==> src/rtl/srdl_pkg.sv <==
package srdl_pkg;
   localparam int CELL_DEPTH = 32;
   localparam int HALF_DEPTH = CELL_DEPTH / 2;
   localparam int STAGE_W    = $clog2(CELL_DEPTH);
   localparam int HALF_W     = $clog2(HALF_DEPTH);
   localparam int MAX_CELLS  = 4;
endpackage

==> src/rtl/srdl_cell.sv <==
// One storage cell: a plain shift row with no reset, a combinational tap
// and a dedicated output for its final stage.
module srdl_cell #(
   parameter int   DEPTH = srdl_pkg::CELL_DEPTH,
   parameter logic INIT  = 1'b0,
   localparam int  AW    = $clog2(DEPTH)
) (
   input  logic          clk,
   input  logic          ce,
   input  logic          din,
   input  logic [AW-1:0] addr,
   output logic          tap,
   output logic          last
);
   // Index 0 holds the newest bit. Index N-1 holds the bit from N enabled edges ago.
   logic [DEPTH-1:0] stages = {DEPTH{INIT}};

   if (DEPTH < 2 || (1 << AW) != DEPTH) begin : g_bad_depth
      $error("srdl_cell: DEPTH must be a power of two of at least 2");
   end

   always_ff @(posedge clk) begin
      if (ce) stages <= {stages[DEPTH-2:0], din};
   end

   assign tap  = stages[addr];
   assign last = stages[DEPTH-1];
endmodule

==> src/rtl/srdl_tap_tree.sv <==
// Picks one cell tap. Neighbouring pairs are resolved first, then one
// final 2:1 choice. Positions with no cell read as 0.
module srdl_tap_tree #(
   parameter int  CELLS = srdl_pkg::MAX_CELLS,
   localparam int SEL_W = $clog2(CELLS)
) (
   input  logic [CELLS-1:0] taps,
   input  logic [SEL_W-1:0] sel,
   output logic             tap
);
   logic [srdl_pkg::MAX_CELLS-1:0] padded;
   logic [1:0]                     sel2;
   logic [1:0]                     pair;

   if (CELLS < 2 || CELLS > srdl_pkg::MAX_CELLS) begin : g_bad_cells
      $error("srdl_tap_tree: CELLS must lie in 2..4");
   end

   always_comb begin
      padded              = '0;
      padded[CELLS-1:0]   = taps;
   end

   assign sel2 = 2'(sel);

   for (genvar p = 0; p < 2; p++) begin : g_pair
      assign pair[p] = sel2[0] ? padded[2*p+1] : padded[2*p];
   end

   assign tap = sel2[1] ? pair[1] : pair[0];
endmodule

==> src/rtl/srdl_delay_line.sv <==
// Addressable delay line: either chained 32-stage cells or one split cell,
// with an optional register on the tap.
module srdl_delay_line #(
   parameter int   CELLS    = 4,
   parameter bit   SPLIT    = 1'b0,
   parameter bit   OUT_REG  = 1'b0,
   parameter logic INIT     = 1'b0,
   localparam int  SEL_W    = (CELLS > 1) ? $clog2(CELLS) : 0,
   localparam int  ADDR_A_W = SPLIT ? srdl_pkg::HALF_W : srdl_pkg::STAGE_W + SEL_W
) (
   input  logic                clk,
   input  logic                ce,
   input  logic                din_a,
   input  logic                din_b,
   input  logic [ADDR_A_W-1:0] addr_a,
   input  logic [3:0]          addr_b,
   output logic                tap_a,
   output logic                tap_b,
   output logic                last_out
);
   import srdl_pkg::*;

   logic tap_raw;    // half-A or chain tap before the optional register
   logic tap_b_raw;  // half-B tap before the optional register

   if (CELLS < 1 || CELLS > MAX_CELLS) begin : g_bad_cells
      $error("srdl_delay_line: CELLS must lie in 1..4");
   end
   if (SPLIT && CELLS != 1) begin : g_bad_split
      $error("srdl_delay_line: split mode needs CELLS == 1");
   end

   if (SPLIT) begin : g_split
      logic unused_last_b;

      srdl_cell #(.DEPTH(HALF_DEPTH), .INIT(INIT)) u_half_a (
         .clk (clk),
         .ce  (ce),
         .din (din_a),
         .addr(addr_a),
         .tap (tap_raw),
         .last(last_out)
      );

      srdl_cell #(.DEPTH(HALF_DEPTH), .INIT(INIT)) u_half_b (
         .clk (clk),
         .ce  (ce),
         .din (din_b),
         .addr(addr_b),
         .tap (tap_b_raw),
         .last(unused_last_b)
      );
   end else begin : g_chain
      logic [CELLS-1:0] cell_tap;
      logic [CELLS:0]   link;
      logic             unused_b_inputs;

      assign link[0]         = din_a;
      assign unused_b_inputs = ^{din_b, addr_b};

      for (genvar k = 0; k < CELLS; k++) begin : g_cell
         srdl_cell #(.DEPTH(CELL_DEPTH), .INIT(INIT)) u_cell (
            .clk (clk),
            .ce  (ce),
            .din (link[k]),
            .addr(addr_a[STAGE_W-1:0]),
            .tap (cell_tap[k]),
            .last(link[k+1])
         );
      end

      if (CELLS == 1) begin : g_single
         assign tap_raw = cell_tap[0];
      end else begin : g_tree
         srdl_tap_tree #(.CELLS(CELLS)) u_tree (
            .taps(cell_tap),
            .sel (addr_a[ADDR_A_W-1:STAGE_W]),
            .tap (tap_raw)
         );
      end

      assign tap_b_raw = 1'b0;
      assign last_out  = link[CELLS];
   end

   if (OUT_REG) begin : g_oreg
      logic tap_a_q = INIT;
      logic tap_b_q = INIT;

      always_ff @(posedge clk) begin
         if (ce) begin
            tap_a_q <= tap_raw;
            tap_b_q <= tap_b_raw;
         end
      end

      assign tap_a = tap_a_q;
      assign tap_b = tap_b_q;
   end else begin : g_comb
      assign tap_a = tap_raw;
      assign tap_b = tap_b_raw;
   end
endmodule

==> config.mk <==
export PLATFORM = sky130hd
export DESIGN_NAME = srdl_delay_line
export DESIGN_NICKNAME = d
export VERILOG_FILES = /design/src/rtl/srdl_pkg.sv /design/src/rtl/srdl_cell.sv /design/src/rtl/srdl_tap_tree.sv /design/src/rtl/srdl_delay_line.sv
export SDC_FILE = /design/constraint.sdc
export NUM_CORES = 1
export LEC_CHECK = 0
export BUFFER_PORTS_ARGS = -buffer_cell sky130_fd_sc_hd__buf_4
export CORE_ASPECT_RATIO = 0.5
export CORE_MARGIN = 2
export CORE_UTILIZATION = 61
export DETAILED_ROUTE_END_ITERATION = 8
export PLACE_DENSITY = 0.79
export SYNTH_ARGS = -nofsm -noshare
export SYNTH_HDL_FRONTEND = slang
export SYNTH_SLANG_ARGS = --single-unit
==> constraint.sdc <==
create_clock -name clk -period 4.33 [get_ports clk]
set_clock_uncertainty 0.2 [all_clocks]
set_input_delay 1.0825 -clock clk [delete_from_list [all_inputs] [get_ports clk]]
set_output_delay 1.0825 -clock clk [all_outputs]
set_load 0.01 [all_outputs]
==> metrics, run 1 <==
Synth Register Bits 128; DR iter-0 viols 289; post-CTS resize count 0; Num CTS Buffers 17; max-cap viol count 0; min Tclk post-route 4.17 ns; Mean Syn Cell Area 23.0 sq um; global placement routability congestion 0.742; CTS root buffer clkbuf_16; Routed Antenna Nets 0; # setup viols final 0; Placement Rows 23; Synth cell types 25; commonest non-fill, non-tap cell in the layout edfxtp_1; fill count 442; Post-route DRC 0; Remaining Overflow, GRT 0; die width 132 microns; DR pass1 iterations 4; startpoint types input port; vias in the first global route 2337; Max FO, Critical Path 6; Net Count, Synth 231; Die Area 0.00893 sq mm; setup_tns 0 ns; cells after synthesis 216; Biggest register g_chain.g_cell.u_cell.stages; Final Hold Viols 0; number of I/O pins 18; type of element capturing the critical path output port; PD cells 532 mW/mm^2; CTS tree done; max FFs per register 128; CTS sink cnt 128; first-pass GRT wire length 13500 microns; H-tree depth 4; Worst Max-Slew Pin Slew 0.782 ns; DR vias 2269; worst min path class flop to flop; Final Slew Violations 0; yosys warns 0; WL/cell 24.2 microns; Die H 67.8 microns; top flop regs g_chain.g_cell.u_cell.stages (128); diodes inserted 0; Buffers on Ports 11; CP Data Arrival Time 2.89 ns; Seq/Total Area, Yosys 0.774; largest net degree at the start of global routing 67; GRT Util Overall 0.219; WS Path Type input port to output port; nets 256; total power 3.09 mW; wirelength, routed 8870 microns; R2R setup slack 3.42 ns; FMAX 240 MHz; worst-case clock buffer depth 2; hold buffer count at cts 0; peak supply drop 297 uV; leak pwr 1.99 nW; RSZ-0062 raised after global routing false; core footprint 0.00794 sq mm; Period Utilization, post-route 0.963; Starting Density 0.626; clock-pin slew on the worst setup and hold paths 0.05 ns; initial antenna violation count 0; Clk Latency, worst-skew pair 0.41 ns; setup bufs post-CTS 0; status complete, no violations; commonest cells after routing, fill and taps aside 128 x edfxtp_1, 29 x mux4_2, 17 x clkbuf_16; Crit path required time 3.05 ns; Mapped Area 0.00497 sq mm; Avg Vias per Cell 6.20; Post-DP HPWL 4760 microns; share of cells above drive strength 1 0.299; synthesis-to-layout area growth 17.0%; worst relative slew slack 0.478
-- through the flow --
| step | std cells | hold slack (ns) | instance area, sq um | setup slack [ns] | utilization |
|---|---|---|---|---|---|
| floorplan | 216 | 0.217 | 4970 | 0.460 | - |
| global placement | 334 | 0.225 | 5210 | 0.187 | 0.656 |
| detailed placement | 334 | 0.231 | 5210 | 0.207 | 0.656 |
| CTS | 366 | 0.246 | 5810 | 0.156 | 0.732 |
| global route | 366 | 0.252 | 5810 | 0.0766 | 0.732 |
| finish | 366 | 0.244 | 5810 | 0.161 | 0.732 |
-- synth_stat cells --
cell type / count / share of area
a2111oi_0: 1 / 0.0018
a221oi_1: 1 / 0.0018
a22oi_1: 1 / 0.0015
a31oi_1: 1 / 0.0013
and3b_1: 2 / 0.0035
buf_2: 7 / 0.0071
buf_4: 2 / 0.0030
buf_6: 1 / 0.0023
clkbuf_1: 2 / 0.0015
conb_1: 1 / 0.00075
edfxtp_1: 128 / 0.77
mux2i_1: 9 / 0.018
mux4_1: 4 / 0.021
mux4_2: 29 / 0.13
nand2_1: 3 / 0.0023
nand3_1: 4 / 0.0040
nand3b_1: 2 / 0.0030
nand4_1: 2 / 0.0025
nand4b_1: 2 / 0.0035
nor2_1: 5 / 0.0038
nor2b_1: 3 / 0.0038
nor3b_1: 1 / 0.0015
nor4_1: 3 / 0.0038
o22ai_1: 1 / 0.0013
or3b_2: 1 / 0.0018
-- layer usage --
| metal | part of all wire | global-route usage |
|---|---|---|
| met1 | 0.44 | 0.295 |
| met4 | 0.010 | 0.107 |
| met3 | 0.051 | 0.0607 |
| met2 | 0.50 | 0.344 |
| met5 | 0 | 0 |
-- where the power goes --
| part | total, mW | switching (mW) | internal, mW |
|---|---|---|---|
| registers | 1.48 | 0.0371 | 1.45 |
| clock network | 1.46 | 0.507 | 0.950 |
| logic | 0.155 | 0.0774 | 0.0772 |
-- cells by family after synthesis --
family / synth area share
DFF: 0.774
muxes: 0.171
and+or+nand+nor: 0.0335
buffers and inverters: 0.0138
AOI/OAI and AO/OA: 0.00756
other: 0.000755
-- layout make-up --
cell class                      instances  area, sq um  area share
Clock buffer                           18          429      0.0738
Clock inverter                         14          171      0.0295
Multi-Input combinational cell         76         1060       0.182
Sequential cell                       128         3840       0.661
Tap cell                              112          140      0.0241
Timing Repair Buffer                   18          173      0.0297
-- worst max-delay path, stage by stage --
cell and delay (ns):
buf_4 0.15, mux4_2 0.51, mux4_2 0.52, and3b_1 0.20, a31oi_1 0.14, nand4_1 0.11, buf_4 0.16
-- path summary, 6_finish.rpt --
| check | start | end | cells after the start |
|---|---|---|---|
| setup / recovery | addr_a[1] | tap_a | 7 |
| hold / removal | g_chain.g_cell[0].u_cell.stages[26]$_DFFE_PP_ | g_chain.g_cell[0].u_cell.stages[27]$_DFFE_PP_ | 0 |
| setup reg to reg | g_chain.g_cell[2].u_cell.stages[12]$_DFFE_PP_ | g_chain.g_cell[2].u_cell.stages[13]$_DFFE_PP_ | 0 |
| hold reg to reg | g_chain.g_cell[0].u_cell.stages[26]$_DFFE_PP_ | g_chain.g_cell[0].u_cell.stages[27]$_DFFE_PP_ | 0 |
No activity file was read; power rests on OpenSTA's default activity.
==> run 2: changes to the inputs <==
CORE_MARGIN = unset   (was 2)
==> run 2 against run 1 <==
Net effect:
- core utilization grew 1.7 points
- maximum frequency shrank 0.86%
- hold slack lost 0.0025 ns
- via count shrank 1.6%
- die area shrank 4.4%
- count of clock-buffer cells in the layout grew 3
- combinational power shrank 3%
- non-clock buffer count shrank 1
- sequential power is essentially flat
- critical endpoint unchanged
==> metrics, run 2 (synthesized netlist as in run 1, its figures left out) <==
status complete, no violations; startpoint types input port; RSZ-0062 raised after global routing false; type of element capturing the critical path output port; Biggest register g_chain.g_cell.u_cell.stages; die width 130 microns (-1.5%); FMAX 238 MHz (-0.86%); first-pass GRT wire length 12900 microns (-4.5%); core footprint 0.00760 sq mm (-4.3%); PD cells 496 mW/mm^2 (-6.9%); Final Slew Violations 0 (unchanged); nets 255 (-0.39%); # setup viols final 0 (unchanged); top flop regs g_chain.g_cell.u_cell.stages (128); GRT Util Overall 0.223 (+0.00385); peak supply drop 316 uV (+6.6%); min Tclk post-route 4.20 ns (+0.0361 ns); Die H 65.8 microns (-2.9%); Max FO, Critical Path 24 (+18); Num CTS Buffers 17 (unchanged); Post-route DRC 0 (unchanged); Final Hold Viols 0 (unchanged); Routed Antenna Nets 0 (unchanged); diodes inserted 0 (unchanged); initial antenna violation count 0 (unchanged); Clk Latency, worst-skew pair 0.41 ns (about the same); clock-pin slew on the worst setup and hold paths 0.05 ns (about the same); largest net degree at the start of global routing 69 (+3.0%); WS Path Type input port to output port; fill count 426 (-3.6%); synthesis-to-layout area growth 14.5%; setup_tns 0 ns (unchanged); CTS sink cnt 128 (unchanged); Multi-input gate area 0.00106 sq mm (unchanged); DR vias 2232 (-1.6%); DR pass1 iterations 4 (unchanged); post-layout util 0.749 (+0.0168); Crit path required time 3.05 ns (about the same); worst-case clock buffer depth 2 (unchanged); CP Data Arrival Time 2.92 ns (+0.03 ns); commonest cells after routing, fill and taps aside 128 x edfxtp_1, 29 x mux4_2, 17 x clkbuf_16; H-tree depth 4 (unchanged); setup bufs post-CTS 0 (unchanged); DR iter-0 viols 266 (-8.0%); CTS root buffer clkbuf_16; worst relative slew slack 0.426 (-0.0521); Seq. cell area 0.00384 sq mm (unchanged); Buffers on Ports 11 (unchanged); Remaining Overflow, GRT 0 (unchanged); share of cells above drive strength 1 0.278 (-0.0214); max-cap viol count 0 (unchanged); max FFs per register 128 (unchanged); Die Area 0.00853 sq mm (-4.4%); Post-DP HPWL 4690 microns (-1.5%); commonest non-fill, non-tap cell in the layout edfxtp_1; vias in the first global route 2348 (+0.47%); Starting Density 0.654 (+0.0284); wirelength, routed 7970 microns (-10%); Worst Max-Slew Pin Slew 0.861 ns (+0.0781 ns); CTS tree done; worst min path class flop to flop; Period Utilization, post-route 0.971 (+0.00833); hold buffer count at cts 0 (unchanged); Avg Vias per Cell 6.20 (about the same); leak pwr 1.94 nW (-2.8%); post-CTS resize count 0 (unchanged); Placement Rows 22 (-4.3%); global placement routability congestion 0.753 (+1.6%); number of I/O pins 18 (unchanged); WL/cell 22.1 microns (-8.7%)
-- run 2: cell count changes in the layout (fill, tap and decap cells not counted), sizes merged --
cell and delta:
clkinvlp -1, bufinv -4, clkinv +1, clkbuf +3, buf -1
-- run 2: final timing paths --
path              cells past startpoint  slack [ns]                                           from                                             to
setup / recovery                      8        0.13                                      addr_a[1]                                          tap_a
hold / removal                        0        0.24  g_chain.g_cell[2].u_cell.stages[16]$_DFFE_PP_  g_chain.g_cell[2].u_cell.stages[17]$_DFFE_PP_
setup reg to reg                      0        3.42  g_chain.g_cell[1].u_cell.stages[27]$_DFFE_PP_  g_chain.g_cell[1].u_cell.stages[28]$_DFFE_PP_
hold reg to reg                       0        0.24  g_chain.g_cell[2].u_cell.stages[16]$_DFFE_PP_  g_chain.g_cell[2].u_cell.stages[17]$_DFFE_PP_
-- run 2: through the flow --
| stage | area, sq um | hold WS (ns) | setup WS (ns) | cells | power, mW |
|---|---|---|---|---|---|
| floorplan | 4970 | 0.217 | 0.460 | 216 | 1.58 |
| global placement | 5200 | 0.225 | 0.203 | 329 | 1.65 |
| detailed placement | 5200 | 0.232 | 0.172 | 329 | 1.65 |
| CTS | 5690 | 0.244 | 0.128 | 360 | 2.84 |
| global route | 5690 | 0.249 | 0.0673 | 360 | 2.91 |
| finish | 5690 | 0.242 | 0.125 | 360 | 2.82 |
-- run 2: report_power, final --
group          leakage (nW)  internal, mW  switching (mW)  total (mW)
sequential             1.25          1.45          0.0347        1.48
clock                 0.240         0.712           0.475        1.19
combinational         0.442        0.0765          0.0743       0.151
total                  1.94          2.23           0.584        2.82
-- run 2: cell type report --
type	instances	area share
sequential	128	0.676
multi-input combinational	76	0.186
clock buffer	21	0.0774
timing repair buffer	17	0.0290
tap	108	0.0238
clock inverter	10	0.00836
-- run 2: layer usage --
layer | vias to the layer above | GRT usage | part of all wire
met2 | 92 | 0.307 | 0.46
li1 | 977 | - | -
met3 | 18 | 0.0744 | 0.069
met1 | 1145 | 0.324 | 0.45
met5 | - | 0 | 0
met4 | 0 | 0.109 | 0.021
-- run 2: worst max-delay path: stages --
cell	delay, ns
buf_4	0.14
buf_12	0.19
mux4_2	0.33
mux4_2	0.50
and3b_1	0.20
a31oi_1	0.16
nand4_1	0.13
buf_4	0.17
